<file path="src/rtl/dbg_status_pkg.sv">
package dbg_status_pkg;
  localparam int unsigned WORD_W   = 32;
  localparam int unsigned SEL_W    = 3;
  // Bit positions decoded by the debugger
  localparam int unsigned B_ACK    = 0;
  localparam int unsigned B_FRDY   = 1;
  localparam int unsigned B_SEC    = 2;
  localparam int unsigned B_SYSRUN = 3;
  localparam int unsigned B_MEEN   = 5;
  localparam int unsigned B_BDKEY  = 6;
  localparam int unsigned B_LPSTOP = 7;
  localparam int unsigned B_VLP    = 8;
  localparam int unsigned B_LLSX   = 9;
  localparam int unsigned USED_W   = 10;
endpackage

</file>
<file path="src/rtl/erase_ack_ctrl.sv">
module erase_ack_ctrl (
  input  logic clk,
  input  logic rst,
  input  logic sys_in_reset,
  input  logic launch_wr,
  input  logic allowed,
  input  logic started,
  output logic ack
);
  logic pending;

  always_ff @(posedge clk) begin
    if (rst || sys_in_reset) begin
      ack     <= 1'b0;
      pending <= 1'b0;
    end else if (launch_wr) begin
      ack     <= 1'b0;
      pending <= allowed;
    end else if (pending && started) begin
      ack     <= 1'b1;
      pending <= 1'b0;
    end
  end


  ack_clear_chk: assert property (@(posedge clk) disable iff (rst)
    (sys_in_reset || launch_wr) |=> !ack);

  ack_needs_start_chk: assert property (@(posedge clk) disable iff (rst)
    $rose(ack) |-> $past(started));

  ack_blocked_chk: assert property (@(posedge clk) disable iff (rst)
    (launch_wr && !allowed) |=> !pending);
endmodule

</file>
<file path="src/rtl/sticky_exit_flag.sv">
module sticky_exit_flag (
  input  logic clk,
  input  logic rst,
  input  logic sys_in_reset,
  input  logic set_evt,
  input  logic clr_wr,
  output logic flag
);
  always_ff @(posedge clk) begin
    if (rst) flag <= 1'b0;
    else if (set_evt) flag <= 1'b1;
    else if (clr_wr || sys_in_reset) flag <= 1'b0;
  end


  exit_sets_chk: assert property (@(posedge clk) disable iff (rst)
    set_evt |=> flag);

  exit_clears_chk: assert property (@(posedge clk) disable iff (rst)
    (!set_evt && (clr_wr || sys_in_reset)) |=> !flag);
endmodule

</file>
<file path="src/rtl/stop_mode_decode.sv">
module stop_mode_decode #(
  parameter int unsigned SEL_W = 3
) (
  input  logic [SEL_W-1:0] sel,
  output logic             low_power_stop
);
  localparam logic [SEL_W-1:0] CODE_LO = SEL_W'(2);
  localparam logic [SEL_W-1:0] CODE_HI = SEL_W'(4);

  always_comb low_power_stop = (sel >= CODE_LO) && (sel <= CODE_HI);
endmodule

</file>
<file path="src/rtl/dbg_status_reg.sv">
module dbg_status_reg
  import dbg_status_pkg::*;
#(
  parameter int unsigned DATA_W = WORD_W,
  parameter int unsigned STOP_W = SEL_W
) (
  input  logic              clk,
  input  logic              rst,
  input  logic              sys_in_reset,
  input  logic              erase_launch_wr,
  input  logic              flash_erase_started,
  input  logic              mass_erase_en,
  input  logic              flash_ready,
  input  logic              secure_lock,
  input  logic              backdoor_en,
  input  logic [STOP_W-1:0] stop_mode_sel,
  input  logic              vlp_run,
  input  logic              lls_exit,
  input  logic              exit_clr_wr,
  input  logic              rd_strobe,
  output logic [DATA_W-1:0] rd_data
);
  logic ack, exit_flag, lp_stop;
  logic [DATA_W-1:0] status;

  erase_ack_ctrl u_ack (
    .clk(clk), .rst(rst), .sys_in_reset(sys_in_reset),
    .launch_wr(erase_launch_wr), .allowed(mass_erase_en),
    .started(flash_erase_started), .ack(ack)
  );

  sticky_exit_flag u_exit (
    .clk(clk), .rst(rst), .sys_in_reset(sys_in_reset),
    .set_evt(lls_exit), .clr_wr(exit_clr_wr), .flag(exit_flag)
  );

  stop_mode_decode #(.SEL_W(STOP_W)) u_dec (
    .sel(stop_mode_sel), .low_power_stop(lp_stop)
  );

  always_comb begin
    status           = '0;
    status[B_ACK]    = ack;
    status[B_FRDY]   = flash_ready;
    status[B_SEC]    = secure_lock;
    status[B_SYSRUN] = !sys_in_reset;
    status[B_MEEN]   = mass_erase_en;
    status[B_BDKEY]  = backdoor_en;
    status[B_LPSTOP] = lp_stop;
    status[B_VLP]    = vlp_run;
    status[B_LLSX]   = exit_flag;
  end

  always_ff @(posedge clk) begin
    if (rst) rd_data <= '0;
    else if (rd_strobe) rd_data <= status;
  end


  rd_hold_chk: assert property (@(posedge clk) disable iff (rst)
    !rd_strobe |=> $stable(rd_data));

  rd_unused_zero_chk: assert property (@(posedge clk) disable iff (rst)
    (rd_data[4] == 1'b0) && (rd_data[DATA_W-1:USED_W] == '0));
endmodule

</file>
<file path="config.mk">
export PLATFORM = sky130hd
export DESIGN_NAME = dbg_status_reg
export DESIGN_NICKNAME = d
export VERILOG_FILES = /design/src/rtl/dbg_status_pkg.sv /design/src/rtl/erase_ack_ctrl.sv /design/src/rtl/sticky_exit_flag.sv /design/src/rtl/stop_mode_decode.sv /design/src/rtl/dbg_status_reg.sv
export SDC_FILE = /design/constraint.sdc
export NUM_CORES = 1
export LEC_CHECK = 0
export ABC_AREA = 1
export BUFFER_PORTS_ARGS = -buffer_cell sky130_fd_sc_hd__buf_2
export CAP_MARGIN = 20
export CORE_MARGIN = 4
export CORE_UTILIZATION = 38
export CTS_CLUSTER_SIZE = 40
export DETAILED_ROUTE_END_ITERATION = 6
export PLACE_DENSITY_LB_ADDON = 0.3
export SLEW_MARGIN = 10
export SYNTH_ARGS = -nofsm -noshare
export SYNTH_HDL_FRONTEND = slang
export SYNTH_SLANG_ARGS = --single-unit
export TNS_END_PERCENT = 10
</file>
<file path="constraint.sdc">
create_clock -name clk -period 1 [get_ports clk]
set_clock_uncertainty 0.2 [all_clocks]
set_input_delay 0.25 -clock clk [delete_from_list [all_inputs] [get_ports clk]]
set_output_delay 0.25 -clock clk [all_outputs]
set_load 0.02 [all_outputs]
</file>
Word level (Yosys, flattened, before mapping)
Index checks and enable logic that the tools add are counted.
Storage, ports and cells
  register bits: 12
  output and inout bits: 32
  word-level logic and storage cells: 18
Operators by class
  $lt $le $gt $ge: 2
  mux-type cells: 4
  reductions and logical operators: 8
Operators by type and width (number)
  2-to-1 mux 1 bit: 4
  nonzero test 2 bit: 2
  >= comparator 3 x 2 -> 1 bit (second input constant): 1
  less-or-equal comparator 3 bit (second input constant): 1
  logical AND 1 bit: 2
  logical OR 1 bit: 2
  OR reduction 2 bit: 1
  logical NOT 1 bit: 1

Depth between registers and ports, before layout
  depth after elaboration: 3
  mapped depth: 5
  depth with buffers taken out: 5

By module
A second synthesis with hierarchy kept.
Second synthesis, totals
  cell total of the unflattened synthesis: 105
  area, all modules: 752.0 sq um
By module, submodules not included
  dbg_status_reg: times used 1, cells each 80, area an instance 591.8 sq um, seq. area each 180.2 sq um
  erase_ack_ctrl: times used 1, cells each 13, area an instance 86.3 sq um, seq. area each 40.0 sq um
  sticky_exit_flag: times used 1, cells each 6, area an instance 50.0 sq um, seq. area each 20.0 sq um
  stop_mode_decode: times used 1, cells each 6, area an instance 23.8 sq um, seq. area each 0.0 sq um

Worst setup path before layout
OpenSTA, ideal clock, no wires.
  kind: input-to-reg
  start: input port rd_strobe
  end: register rd_data[7]
  setup time: 117 ps
  arrival time: 583 ps
  setup slack: 100 ps
  stages on the path: 3
  buffers on the path: 1
  cell sequence: buf_4 -> o21ai_0 -> nor2_1
RTL lines
  start, declared: RTL line dbg_status_reg.sv:20  | input logic rd_strobe,
  end signal, assigned: RTL line dbg_status_reg.sv:56  | else if (rd_strobe) rd_data <= status;
  end, declared: RTL line dbg_status_reg.sv:21  | output logic [DATA_W-1:0] rd_data

Final worst setup path
  start: register rd_data[3]
  end: output port rd_data[3]
No word-level cell between the ends.

==> metrics list <==
* Share of synthesized registers carrying an async set or reset: 0
* Placeable core region: between 1500 and 2000 um2
* I/O Pins: 48
* Average wire per cell in the routed design: between 9 and 10 um
- IR analysis of the VDD net gives a maximum drop of 765 uV.
- In this run the cell area of the synthesized design comes to 618 um2.
- Initial antenna violation count: 0
* Cell leakage power: 0.416 nW
- CTS saw 12 sinks.
- PnR worst setup slack: -179 ps
- Excluding fillers, the count of instances in the completed layout stands at between 100 and 150.
- The most common cell in the synthesized netlist is sky130_fd_sc_hd__buf_4.
* Number of max-capacitance violations reported: 0
- Clock tree synthesis selected as its root buffer the cell sky130_fd_sc_hd__clkbuf_4.
* Internal power: 821 uW
- In this run the number of H-tree levels came out at 1.
- The area growth from synthesis to layout is 26.5%.
- Share of the synthesized area in the top cell type: 0.389
* Total count of hold-check failures in the final report: 2
- Dividing the final minimum period by the clock period gives 1.18.
* Number of global-route vias before repair: 439
- Ratio of cells with drive above 1 in the final layout: 0.358
- Hold buffers post-CTS: 1
- Fin util: 0.513
- Crit path cell chain: buf_6
* All-layer global routing usage: 0.0947
- Data on the critical path is required at its endpoint by 550 ps.
- The final max-slew violation count was 0.
- The initial utilization of the core area, before any placement, comes to 0.406.
- For this run, the register share of the synthesized area comes to 0.389.
- Count of buffers from port buffering: 24
* Violated checks: hold timing, setup timing
* Setup TNS after final layout: -1500 ps
- The first global-routing pass estimated between 1.5 and 2 mm of wire.
* Share of total power in combinational logic: 0.220
- Gp weighted congestion: approximately 0.64
- Dividing the synthesized area by the synthesized cell count gives roughly 7.6 um2.
* Sort of element at the end of the critical path: output port
- The first detailed-routing pass took 4 iterations.
- Global routing finished with a remaining overflow of 0.
* Kind of path behind the tightest hold check: in -> reg
- STA classifies the critical path startpoint as a register.
* Antenna fix cells: 0
* Filler Cells Inserted: between 100 and 150
- Critical path's slowest cell: sky130_fd_sc_hd__dfxtp_2
* Family with the most delay on the worst path: flip-flops
- Unrepaired setup endpoints after global routing: yes
* Final setup fails: 9
* CP Class: reg -> out
* Switching fraction of total power: 0.291
- Buf+Inv Stages, Crit Path: 1
* Worst-case hold slack: -26.1 ps
* Source-to-sink clock delay at the later pin of the worst-skew pair: roughly 260 ps
- Maximum number of pins on one net before global-route repair: 13
* Synthesis-stage register bit count: 12
- The count of nets left with antenna violations once routing finished came out at 0.
- For this block, the initial DRC count from the detailed router was 6.
* Std-Cell Rows: 14
- Number of buffers inserted during clock tree synthesis: 3
* Sw Pwr: around 340 uW
* Routed via count: between 500 and 600
* Post-CTS setup buffers: 0
- After legalization and detailed placement, the total HPWL measured a little over 900 um.
* Height of the die: between 40 and 50 um
- Of all cell types, the one taking the most synthesized area is sky130_fd_sc_hd__dfxtp_1.
- Die footprint: 2340 um2
- In this run the worst path has a maximum fanout of 2.
- Count of yosys warnings during synthesis: 0
* EDFF count, synth: 0
- Placed instance count: 120
- The design draws between 1 and 1.5 mW.
- Static timing analysis puts the maximum clock frequency at ~0.85 GHz.
* Worst-case setup slack after placement: -55.7 ps
* Part of the total power dissipated in sequential elements: 0.457
- Slowest cell delay on critical path: 350 ps
- After layout, the minimum clock period comes to ~1200 ps.
- For this run, design rule violations remaining after detail routing come to 0.
- Synth unique cells: 11
- Clock network fraction of design power: 0.323
* DR vias/cell: 4.12
* Power Dens Cells: about 1500 nW/um2
- The commonest cells after synthesis are sky130_fd_sc_hd__buf_4, sky130_fd_sc_hd__nor2_1, sky130_fd_sc_hd__dfxtp_1.
- Counting along the longest clock path gives a buffer depth of 2.
- Cells after synthesis: between 80 and 90
- Main flop type after synthesis: sky130_fd_sc_hd__dfxtp_1
* Worst path arrival time: between 700 and 800 ps
* Ranking of synthesized cells by area: sky130_fd_sc_hd__dfxtp_1, sky130_fd_sc_hd__buf_4, sky130_fd_sc_hd__nor2_1
- Net count, final: 126
* CTS clock-pin slew for the worst setup and hold paths: 80 ps
- Summed over all layers, the routed wires come to roughly 1.2 mm.
* Die X: 48.3 um
- The run finished, with violations left.
* Clock tree from TritonCTS: yes
==> per-layer routing <==
metal  vias to the layer above  wire length [um]  track usage
li1                        265                 -            -
met1                       213               456        0.104
met2                        35               515        0.139
met3                         2               186       0.0460
met4                         0                10       0.0691
met5                         -                 0            0
==> what timing repair did <==
item	4_1_cts	5_1_grt
setup endpoints to repair	9	9
pin swaps	0	0
hold endpoints to repair	2	3
gates resized for setup	27	0
==> power by group through the flow <==
| stage | Sequential (mW) | Combinational, mW | Clock, mW |
|---|---|---|---|
| floorplan | 0.558 | 0.194 | 0 |
| global placement | 0.530 | 0.219 | 0 |
| detailed placement | 0.529 | 0.223 | 0 |
| CTS | 0.528 | 0.253 | 0.383 |
| global route | 0.531 | 0.277 | 0.413 |
| finish | 0.529 | 0.255 | 0.374 |
==> area by class of cell <==
cell class	instances	area [um2]	share of cell area
clock buffer	4	36.3	0.0464
inverter	5	18.8	0.0240
multi-input combinational	62	262	0.334
sequential	12	251	0.322
tap	16	20.0	0.0256
timing repair buffer	26	194	0.248
==> cells in the final DEF (no fill, tap or decap) <==
| cell type | count |
|---|---|
| sky130_fd_sc_hd__conb_1 | 23 |
| sky130_fd_sc_hd__nor2_1 | 19 |
| sky130_fd_sc_hd__buf_2 | 15 |
| sky130_fd_sc_hd__o21ai_0 | 9 |
| sky130_fd_sc_hd__buf_6 | 9 |
| sky130_fd_sc_hd__dfxtp_2 | 9 |
| sky130_fd_sc_hd__inv_1 | 5 |
| sky130_fd_sc_hd__nand2_1 | 4 |
| sky130_fd_sc_hd__a21oi_1 | 4 |
| sky130_fd_sc_hd__clkbuf_4 | 3 |
| sky130_fd_sc_hd__dfxtp_1 | 3 |
| sky130_fd_sc_hd__nand3b_1 | 1 |
| sky130_fd_sc_hd__or2_1 | 1 |
| sky130_fd_sc_hd__nor3_2 | 1 |
| sky130_fd_sc_hd__clkbuf_8 | 1 |
| sky130_fd_sc_hd__dlygate4sd3_1 | 1 |
| sky130_fd_sc_hd__buf_4 | 1 |
==> state kept, by name, indices dropped and copies added (netlist names) <==
| signal | flops |
|---|---|
| u_exit.flag | 1 |
| u_ack.ack | 1 |
| rd_data | 9 |
| u_ack.pending | 1 |
==> worst paths after layout <==
kind	start	slack [ps]	cells past startpoint	end
max	rd_data[3]	-180	1	rd_data[3]
min	erase_launch_wr	-30	2	u_ack.ack
max reg2reg	rd_data[6]	150	2	rd_data[6]
min reg2reg	u_ack.pending	290	2	u_ack.pending
==> logic make-up after synthesis <==
group / synth area share
other: 0.00607
and+or+nand+nor: 0.178
AOI/OAI and AO/OA: 0.105
DFF: 0.389
buffers and inverters: 0.322
==> metrics by stage <==
| stage | cell area (um2) | hold WS, ps |
|---|---|---|
| 3_3_place_gp | 668 | 236 |
| 3_5_place_dp | 668 | 240 |
| 6_report | 782 | -26.1 |
| 4_1_cts | 782 | -32.1 |
| 5_1_grt | 782 | -33.2 |
| 2_1_floorplan | 701 | 120 |
No activity file was read; power rests on OpenSTA's default activity.
